## config.mk

```make
export PLATFORM = sky130hd
export DESIGN_NAME = tdc_time_encoder
export DESIGN_NICKNAME = d
export VERILOG_FILES = /design/src/rtl/tdc_enc_pkg.sv /design/src/rtl/tdc_fine_encoder.sv /design/src/rtl/tdc_dead_timer.sv /design/src/rtl/tdc_time_encoder.sv
export SDC_FILE = /design/constraint.sdc
export NUM_CORES = 1
export LEC_CHECK = 0
export BUFFER_PORTS_ARGS = -buffer_cell sky130_fd_sc_hd__buf_2
export CORE_MARGIN = 1
export CORE_UTILIZATION = 55
export CTS_BUF_LIST = sky130_fd_sc_hd__clkbuf_4 sky130_fd_sc_hd__clkbuf_8
export DETAILED_ROUTE_END_ITERATION = 8
export PLACE_DENSITY = 0.8
export SLEW_MARGIN = 25
export SYNTH_ARGS = -nofsm -noshare
export SYNTH_HDL_FRONTEND = slang
export SYNTH_SLANG_ARGS = --single-unit
```

## constraint.sdc

```tcl
create_clock -name clk -period 14 [get_ports clk]
set_input_delay 2.1 -clock clk [delete_from_list [all_inputs] [get_ports clk]]
set_output_delay 2.1 -clock clk [all_outputs]
set_load 0.1 [all_outputs]
```

## src/rtl/tdc_enc_pkg.sv

```systemverilog
package tdc_enc_pkg;
    localparam int TAPS   = 32;
    localparam int FINE_W = 5;

    typedef enum logic [1:0] {
        MODE_LEAD  = 2'd0,
        MODE_TRAIL = 2'd1,
        MODE_PAIR  = 2'd2,
        MODE_BOTH  = 2'd3
    } tdc_mode_e;

    // bin scaling: number of low bits dropped for each resolution setting
    function automatic logic [1:0] res_shift(input logic [1:0] res);
        case (res)
            2'd0:    return 2'd0;
            2'd1:    return 2'd1;
            default: return 2'd3;
        endcase
    endfunction
endpackage

```

## src/rtl/tdc_fine_encoder.sv

```systemverilog
module tdc_fine_encoder #(
    parameter int TAPS = 32,
    localparam int FW  = $clog2(TAPS)
) (
    input  logic [TAPS-1:0] taps,
    output logic [FW-1:0]   fine,
    output logic            err
);
    logic [TAPS-1:0] prev;
    logic [TAPS-1:0] rise;

    always_comb begin
        // prev[k] is the tap just before k, wrapping around the period
        prev = {taps[TAPS-2:0], taps[TAPS-1]};
        rise = taps & ~prev;
        fine = '0;
        for (int k = TAPS - 1; k >= 0; k--) begin
            if (rise[k]) fine = FW'(k);
        end
        err = ($countones(rise) != 1);
    end

    always_comb begin
        if (!err) begin
            a_r1_clean_edge: assert (taps[fine] && !prev[fine]);
        end
        if (taps == '0 || taps == '1) begin
            a_r2_flat_is_error: assert (err);
        end
    end
endmodule

```

## src/rtl/tdc_dead_timer.sv

```systemverilog
module tdc_dead_timer #(
    parameter int DW = 4
) (
    input  logic          clk,
    input  logic          rst_n,
    input  logic          load,
    input  logic [DW-1:0] dead,
    output logic          free
);
    logic [DW-1:0] cnt_d, cnt_q;

    always_comb begin
        cnt_d = cnt_q;
        if (load)             cnt_d = dead;
        else if (cnt_q != '0) cnt_d = cnt_q - 1'b1;
    end

    always_ff @(posedge clk) begin
        if (!rst_n) cnt_q <= '0;
        else        cnt_q <= cnt_d;
    end

    assign free = (cnt_q == '0);

    a_r7_dead_blocks: assert property (@(posedge clk) disable iff (!rst_n)
        (load && dead != '0) |=> !free);
endmodule

```

## src/rtl/tdc_time_encoder.sv

```systemverilog
module tdc_time_encoder
    import tdc_enc_pkg::*;
#(
    parameter int NCH = 4,
    parameter int CW  = 12,
    parameter int WW  = 8,
    parameter int DW  = 4,
    localparam int CHW = (NCH > 1) ? $clog2(NCH) : 1,
    localparam int TW  = CW + FINE_W
) (
    input  logic              clk,
    input  logic              rst_n,
    input  logic [1:0]        cfg_mode,
    input  logic [1:0]        cfg_res,
    input  logic [DW-1:0]     cfg_dead,
    input  logic [NCH-1:0]    cfg_enable,
    input  logic [NCH*TW-1:0] cfg_offset,
    input  logic              hit_valid,
    input  logic [CHW-1:0]    hit_chan,
    input  logic              hit_trail,
    input  logic [TAPS-1:0]   hit_taps,
    input  logic [CW-1:0]     cnt_half0,
    input  logic [CW-1:0]     cnt_half1,
    output logic              out_valid,
    output logic [CHW-1:0]    out_chan,
    output logic              out_trail,
    output logic [TW-1:0]     out_time,
    output logic [WW-1:0]     out_width,
    output logic              out_err
);
    localparam logic [TW-1:0] WSAT = TW'((1 << WW) - 1);

    typedef struct packed {
        logic                   vld;
        logic [CHW-1:0]         chan;
        logic                   trail;
        logic [TW-1:0]          tval;
        logic [WW-1:0]          width;
        logic                   err;
        logic [NCH-1:0]         pend;
        logic [NCH-1:0][TW-1:0] lead_t;
        logic [NCH-1:0]         lead_err;
    } enc_state_t;

    enc_state_t st_d, st_q;

    logic [FINE_W-1:0] fine;
    logic              enc_err;
    logic [NCH-1:0]    free;
    logic [NCH-1:0]    arm;
    logic              relevant;
    logic              accept;
    logic [CW-1:0]     coarse;
    logic [TW-1:0]     stamp;
    logic [TW-1:0]     diff;
    logic [TW-1:0]     dscaled;
    logic [1:0]        sh;
    tdc_mode_e         mode;

    tdc_fine_encoder #(.TAPS(TAPS)) u_fine (
        .taps (hit_taps),
        .fine (fine),
        .err  (enc_err)
    );

    for (genvar c = 0; c < NCH; c++) begin : g_dead
        tdc_dead_timer #(.DW(DW)) u_dead (
            .clk   (clk),
            .rst_n (rst_n),
            .load  (arm[c]),
            .dead  (cfg_dead),
            .free  (free[c])
        );
    end

    always_comb begin
        mode   = tdc_mode_e'(cfg_mode);
        sh     = res_shift(cfg_res);
        // the fine half picks the counter copy sampled away from its toggle
        coarse = fine[FINE_W-1] ? cnt_half1 : cnt_half0;
        stamp  = {coarse, fine} + cfg_offset[int'(hit_chan) * TW +: TW];

        case (mode)
            MODE_LEAD:  relevant = !hit_trail;
            MODE_TRAIL: relevant = hit_trail;
            default:    relevant = 1'b1;
        endcase
        accept = hit_valid && cfg_enable[hit_chan] && free[hit_chan] && relevant;
        for (int c = 0; c < NCH; c++) begin
            arm[c] = accept && (int'(hit_chan) == c);
        end

        diff    = stamp - st_q.lead_t[hit_chan];
        dscaled = diff >> sh;

        st_d     = st_q;
        st_d.vld = 1'b0;
        if (accept) begin
            if (mode == MODE_PAIR) begin
                if (!hit_trail) begin
                    st_d.pend[hit_chan]     = 1'b1;
                    st_d.lead_t[hit_chan]   = stamp;
                    st_d.lead_err[hit_chan] = enc_err;
                end else if (st_q.pend[hit_chan]) begin
                    st_d.pend[hit_chan] = 1'b0;
                    st_d.vld   = 1'b1;
                    st_d.chan  = hit_chan;
                    st_d.trail = 1'b0;
                    st_d.tval  = st_q.lead_t[hit_chan] >> sh;
                    st_d.width = (dscaled > WSAT) ? WSAT[WW-1:0] : dscaled[WW-1:0];
                    st_d.err   = enc_err | st_q.lead_err[hit_chan];
                end
            end else begin
                st_d.vld   = 1'b1;
                st_d.chan  = hit_chan;
                st_d.trail = hit_trail;
                st_d.tval  = stamp >> sh;
                st_d.width = '0;
                st_d.err   = enc_err;
            end
        end
    end

    always_ff @(posedge clk) begin
        if (!rst_n) begin
            st_q <= '0;
        end else begin
            st_q <= st_d;
        end
    end

    assign out_valid = st_q.vld;
    assign out_chan  = st_q.chan;
    assign out_trail = st_q.trail;
    assign out_time  = st_q.tval;
    assign out_width = st_q.width;
    assign out_err   = st_q.err;

    a_r8_disabled_quiet: assert property (@(posedge clk) disable iff (!rst_n)
        (hit_valid && !cfg_enable[hit_chan]) |=> !out_valid);

    a_r5_lead_mode_drops_trail: assert property (@(posedge clk) disable iff (!rst_n)
        (hit_valid && cfg_mode == MODE_LEAD && hit_trail) |=> !out_valid);

    a_r6_pair_lead_silent: assert property (@(posedge clk) disable iff (!rst_n)
        (hit_valid && cfg_mode == MODE_PAIR && !hit_trail) |=> !out_valid);

    a_r4_result_needs_hit: assert property (@(posedge clk) disable iff (!rst_n)
        out_valid |-> $past(hit_valid));
endmodule

```

Word level (Yosys, flattened, before mapping):

Index checks and enable logic that the tools add are counted.

* register bits: 122
* bits of input ports: 142
* output and inout bits: 30
* word-level logic and storage cells: 170

* $add $sub $neg: 37
* multiply operators: 1
* magnitude comparators: 3
* equality and inequality tests: 10
* shifts and indexed selects: 4
* mux-type cells: 64
* bitwise operators: 7
* reduce and logical (&&, ||, !) cells: 28

Operators by type and width (number)
* adder 32 bit: 15
* 2-to-1 mux 5 bit: 32
* bitwise mux 68 bit: 1
* indexed part select 68 x 8 -> 17 bit: 1
* 2-to-1 mux 30 bit: 2
* right shift 17 x 2 -> 17 bit: 3
* 2-to-1 mux 4 bit: 9
* binary-select mux 17 bit (select 2 bit): 1
* demux 17 bit (select 2 bit): 1
* 2-to-1 mux 17 bit: 2
* 2-to-1 mux 34 bit: 1
* adder 1 x 1 -> 2 bit: 16
* AND 32 bit: 1
* != test 32 x 2 -> 1 bit (second input constant): 1
* inverter 32 bit: 1
* adder 17 bit: 1
* greater-than comparator 17 x 8 -> 1 bit (second input constant): 1
* subtractor 17 bit: 1
* zero test 4 bit: 4
* nonzero test 4 bit: 4
* subtractor 4 x 1 -> 4 bit (second input constant): 4
* 2-to-1 mux 12 bit: 1
* AND reduction 3 bit: 3
* binary-select mux 1 bit (select 2 bit): 4
* 23 further kinds: 44

Longest topological paths before layout:

* depth in word-level cells: 43
* depth in mapped cells: 29
* gate-level depth less buffers: 29

Hierarchy:

From an unflattened synthesis, not the netlist that was laid out.

* cells, all modules: 1229
* area, all modules: 10237.3 µm²

Modules (own cells, without submodules)
* tdc_time_encoder: times used 1, cells each 944, area each 7770.0 µm²
* tdc_fine_encoder: times used 1, cells each 193, area each 1546.5 µm²
* tdc_dead_timer: times used 4, cells each 23, area each 230.2 µm²

Worst setup path after synthesis:

Ideal clock, no wire load.

* path kind: input to register
* start: input hit_chan[0]
* end: register st_q, in the netlist out_width[1]
* data arrival time: 7.998 ns
* data required time: 13.876 ns
* slack: 5.878 ns
* cell stages on the path: 25
* buffers on the path: 4
* cell sequence: buf_2 buf_2 buf_1 buf_1 mux4_2 ha_1 fa_1 a211oi_1 o21ai_1 a21oi_1 o21bai_1 a21oi_1 xor2_1 inv_1 ha_1 and2_1 nor2_1 a21oi_1 o21ai_0 nor3_1 nor3_1 nor3_1 xor3_2 a211oi_1 o21ai_1

* longest elaborated chain between the ends: 10
* elaborated cells between the ends (all ways): 23

Ends and longest elaborated chain
* from (decl): line tdc_time_encoder.sv:19 `input logic [CHW-1:0] hit_chan,`
* multiplier 2 x 5 -> 7 bit (*): line tdc_time_encoder.sv:81 `stamp = {coarse, fine} + cfg_offset[int'(hit_chan) * TW +: TW];`
* indexed part select 68 x 8 -> 17 bit (*): line tdc_time_encoder.sv:81
* adder 17 bit (*): line tdc_time_encoder.sv:81
* named net stamp[10]: line tdc_time_encoder.sv:54 `logic [TW-1:0] stamp;`
* subtractor 17 bit (*): line tdc_time_encoder.sv:93 `diff = stamp - st_q.lead_t[hit_chan];`
* right shift 17 x 2 -> 17 bit (*): line tdc_time_encoder.sv:94 `dscaled = diff >> sh;`
* greater-than comparator 17 x 8 -> 1 bit: line tdc_time_encoder.sv:110 `st_d.width = (dscaled > WSAT) ? WSAT[WW-1:0] : dscaled[WW-1:0];`
* 2-to-1 mux 8 bit (*): line tdc_time_encoder.sv:110
* 2-to-1 mux 34 bit (*): line tdc_time_encoder.sv:104 `end else if (st_q.pend[hit_chan]) begin`
* 2-to-1 mux 30 bit (*): line tdc_time_encoder.sv:100 `if (!hit_trail) begin`
* 2-to-1 mux 30 bit (*): line tdc_time_encoder.sv:99 `if (mode == MODE_PAIR) begin`
* to (signal assigned): line tdc_time_encoder.sv:128 `st_q <= st_d;`
* to (decl): line tdc_time_encoder.sv:45 `enc_state_t st_d, st_q;`

The timed path passes the listed nets; every way through them passes the cells marked *. The select of a mux whose other input is x is not followed.
A chain may end at the register's enable or synchronous reset.

Worst setup path after layout:

* start: input hit_taps[30]
* end: register st_q, in the netlist out_width[6]

* longest elaborated chain between the ends: 43

Ends and longest elaborated chain
* from (decl): line tdc_time_encoder.sv:21 `input logic [TAPS-1:0] hit_taps,`
* inverter 32 bit: line tdc_fine_encoder.sv:15 `rise = taps & ~prev;`
* AND 32 bit (*): line tdc_fine_encoder.sv:15
* 2-to-1 mux 5 bit: line tdc_fine_encoder.sv:18 `if (rise[k]) fine = FW'(k);`
* 2-to-1 mux 5 bit (*) (31 in series): line tdc_fine_encoder.sv:18
* 2-to-1 mux 12 bit: line tdc_time_encoder.sv:80 `coarse = fine[FINE_W-1] ? cnt_half1 : cnt_half0;`
* adder 17 bit (*): line tdc_time_encoder.sv:81
* named net stamp[8]: line tdc_time_encoder.sv:54
* subtractor 17 bit (*): line tdc_time_encoder.sv:93
* right shift 17 x 2 -> 17 bit (*): line tdc_time_encoder.sv:94
* greater-than comparator 17 x 8 -> 1 bit: line tdc_time_encoder.sv:110
* 2-to-1 mux 8 bit (*): line tdc_time_encoder.sv:110
* 2-to-1 mux 34 bit (*): line tdc_time_encoder.sv:104
* 2-to-1 mux 30 bit (*): line tdc_time_encoder.sv:100
* 2-to-1 mux 30 bit (*): line tdc_time_encoder.sv:99

Marked as above.

==> flow_summary_export.csv <==
group,metric,value,unit
outcome,status,"completed",
synth,yosys.area_share.simple,0.210,
synth,post_synth.cell_area_avg,8.11,µm²
sta,fin_skew,0.0140,ns
synth,muxShareOfSynthArea,0.116,
clock_tree,insertion_delay,0.46,ns
drt,drt_wl_total,25600,µm
synth,synth-main-ff-cell,"dfxtp_1",
synth,syn_area,10200,µm²
final_layout,drive_gt1_frac,0.203,
grt,grt_usage,0.273,
synth,synth_xor_area_frac,0.0324,
floorplan,chipHeight,138,µm
final_layout,final_nets,1594,
place,place_ws,5.72,ns
grt,grt_pass1_vias,8955,
sta,setup_ws,6.02,ns
sta,hold_viol_final,0,
synth,async_flop_share,0,
clock_tree,cts_made_buffers,17,
drt,drt.antenna.violating_nets,0,
floorplan,die_x,138,µm
synth,ys_seq_area_frac,0.240,
drt,vias_per_cell,5.82,
clock_tree,holdBufCountCts,0,
clock_tree,cts-htree-levels,4,
power_and_ir_drop,power_leakage,4.85,nW
clock_tree,cts_buffer_depth,2,
grt,grt-ovfl-total,0,
sta,maxSlewViolCount,0,
place,portBuffers,171,
critical_path,startpoint_type,"input pin",
clock_tree,cts-root-buf,"clkbuf_8",
power_and_ir_drop,power_density,131,nW/µm²
grt,grt_pass1_wl,42900,µm
sta,setup_viol_count_final,0,
sta,whs,0.451,ns
synth,yosysWarnings,0,
synth,synth_edf_count,0,
floorplan,ioPinCount,172,
final_layout,syn2layout_area_growth,11.6,%
drt,route.detailed.wl_per_inst,15.9,µm
clock_tree,cts.repair.resized,0,
place,place_congestion,0.920,
critical_path,cpPeakStageDelay,0.67,ns
sta,max_clock_freq,125,MHz
job,maxCapViolCount,0,
floorplan,initial_core_util,0.565,
sta,worstMarginPinSlew,1.05,ns
clock_tree,cts_sinks,122,
final_layout,stdcell_count,1606,
critical_path,crit_path_end_kind,"flip-flop",
drt,dr.pass1.iters,5,
min_path,min_path_type,"flip-flop to flip-flop",
synth,synthCells,1256,
synth,yosys.cell_types.count,71,
critical_path,cp_data_required_time,14.34,ns
grt,antenna_found_initial,0,
critical_path,worstSetupPathType,"input pin to flip-flop",
drt,drc,0,
synth,synth_top_family_by_area,"simple AND/OR/NAND/NOR gates",
place,dp_cells,1573,
power_and_ir_drop,ir_drop,0.137,mV
final_layout,utilization,0.631,
floorplan,rows,49,
synth,synth-compound-area-share,0.193,
critical_path,slowest_stage,"a2111oi_0",
final_layout,diodes,0,
sta,period_needed,7.98,ns
clock_tree,path_clk_slew,0.08,ns
sta,relSlewSlack,0.295,
floorplan,fp.dieArea,19100,µm²
place,hpwl,18900,µm
synth,ys_seq_elements,122,
synth,synthAdderAreaFrac,0.129,
sta,finalSetupTns,0,ns
drt,vias,9342,
drt,drt_iter0_markers,671,
critical_path,arrival,8.33,ns
floorplan,core_area,18000,µm²
sta,finalCritPeriodShare,0.570,
grt,grt_max_degree,117,
critical_path,cp_max_fo,8,
sta,rsz0062_at_grt,"no",
clock_tree,post_cts_buffers,0,
clock_tree,cts_tree,"done",
==> state kept, by name, summed over array words and instances, names as in the netlist <==
| name | cells |
|---|---|
| out_chan | 2 |
| st_q | 76 |
| out_width | 8 |
| out_valid | 1 |
| out_trail | 1 |
| g_dead.u_dead.cnt_q | 16 |
| out_err | 1 |
| out_time | 17 |
==> synthesized netlist by cell type, drive strengths merged, types with 5 or more instances <==
| cell | count | area share |
|---|---|---|
| nand2 | 155 | 0.057 |
| dfxtp | 122 | 0.24 |
| o21ai | 111 | 0.055 |
| inv | 92 | 0.034 |
| a21oi | 84 | 0.042 |
| nor2 | 68 | 0.025 |
| and2 | 62 | 0.038 |
| ha | 60 | 0.074 |
| clkbuf | 56 | 0.021 |
| nor2b | 45 | 0.028 |
| buf | 39 | 0.025 |
| mux4 | 36 | 0.080 |
| nor3 | 32 | 0.016 |
| fa | 28 | 0.055 |
| nand3 | 26 | 0.013 |
| xnor2 | 22 | 0.020 |
| a21boi | 20 | 0.015 |
| mux2i | 20 | 0.020 |
| mux2 | 15 | 0.017 |
| a31oi | 13 | 0.0080 |
| xor2 | 12 | 0.010 |
| a211oi | 11 | 0.0081 |
| nor3b | 10 | 0.0074 |
| o211a | 10 | 0.0098 |
| nand2b | 8 | 0.0049 |
| o21a | 8 | 0.0059 |
| or3 | 8 | 0.0049 |
| o221ai | 7 | 0.0060 |
| a21o | 5 | 0.0037 |
| nor4 | 5 | 0.0031 |
| o21bai | 5 | 0.0037 |
==> layout make-up <==
| type | count | area [µm²] |
|---|---|---|
| fillers | 1573 | 6660 |
| repair buffers | 180 | 943 |
| inverters | 93 | 349 |
| flip-flops and latches | 122 | 2440 |
| well taps | 229 | 287 |
| clock inverters | 14 | 139 |
| clock buffers | 18 | 241 |
| multi-input cells | 950 | 6960 |
==> worst max-delay path, delay by kind of cell <==
kind,cells,cell delay [ns]
AO/OA/AOI/OAI,13,2.90
XOR/XNOR,1,0.49
AND/OR/NAND/NOR,8,1.73
buffers and inverters,2,0.24
adder cells (fa/ha/maj),3,0.86
==> final timing paths <==
kind,start,slack [ns],cells past startpoint,to
worst max-delay path,hit_taps[30],6.02,27,out_width[6]$_SDFFE_PN0P_
worst min-delay path,out_width[4]$_SDFFE_PN0P_,0.45,2,out_width[4]$_SDFFE_PN0P_
worst max register to register,g_dead[2].u_dead.cnt_q[0]$_SDFFE_PN0P_,10.17,12,st_q[64]$_SDFFE_PN0P_
worst min register to register,out_width[4]$_SDFFE_PN0P_,0.45,2,out_width[4]$_SDFFE_PN0P_
==> routing by layer <==
metal	track usage	routed length [µm]	up-vias
met5	0	0	-
met4	0.111	730	0
met1	0.334	10800	4420
met2	0.481	12800	299
met3	0.0402	1250	56
li1	-	-	4567
==> logic make-up after synthesis <==
kind of cell | Yosys count
simple gates | 436
compound gates | 315
buf+inv | 188
flops | 122
fa+ha+maj | 88
mux | 71
xor+xnor | 35
other cells | 1
==> cells in the final DEF (no fill, tap or decap), types with 7 or more instances in the layout <==
cell | Yosys | routed
nand2b_1 | 8 | 8
a211oi_1 | 11 | 11
a21boi_0 | 20 | 20
mux4_2 | 36 | 36
xor2_1 | 12 | 12
inv_1 | 91 | 91
buf_2 | 3 | 171
ha_1 | 60 | 60
o221ai_1 | 7 | 7
nor2b_1 | 45 | 45
o21ai_1 | 13 | 13
mux2i_1 | 20 | 20
fa_1 | 28 | 28
nand3_1 | 26 | 26
or3_1 | 8 | 8
a31oi_1 | 13 | 13
mux2_2 | 15 | 15
nand2_1 | 155 | 152
xnor2_1 | 21 | 21
o211a_1 | 10 | 10
o21ai_0 | 98 | 98
nor3b_1 | 10 | 10
o21a_1 | 8 | 8
nor2_1 | 68 | 67
nor3_1 | 31 | 31
clkbuf_8 | 0 | 17
a21oi_1 | 83 | 82
dfxtp_1 | 122 | 122
buf_4 | 27 | 8
and2_1 | 62 | 62
==> report_power, final <==
part           internal, W  switching [W]  total (W)
Clock             0.000146       0.000165   0.000311
Sequential        0.000376      0.0000186   0.000395
Combinational     0.000310       0.000467   0.000777
==> through the flow <==
| step | total power, W | cell area (µm²) |
|---|---|---|
| floorplan | 0.00101 | 10200 |
| finish | 0.00148 | 11400 |
| CTS | 0.00148 | 11300 |
| global placement | 0.00115 | 10900 |
| global route | 0.00160 | 11400 |
| detailed placement | 0.00117 | 11000 |
Power figures use the tool's default switching activity.
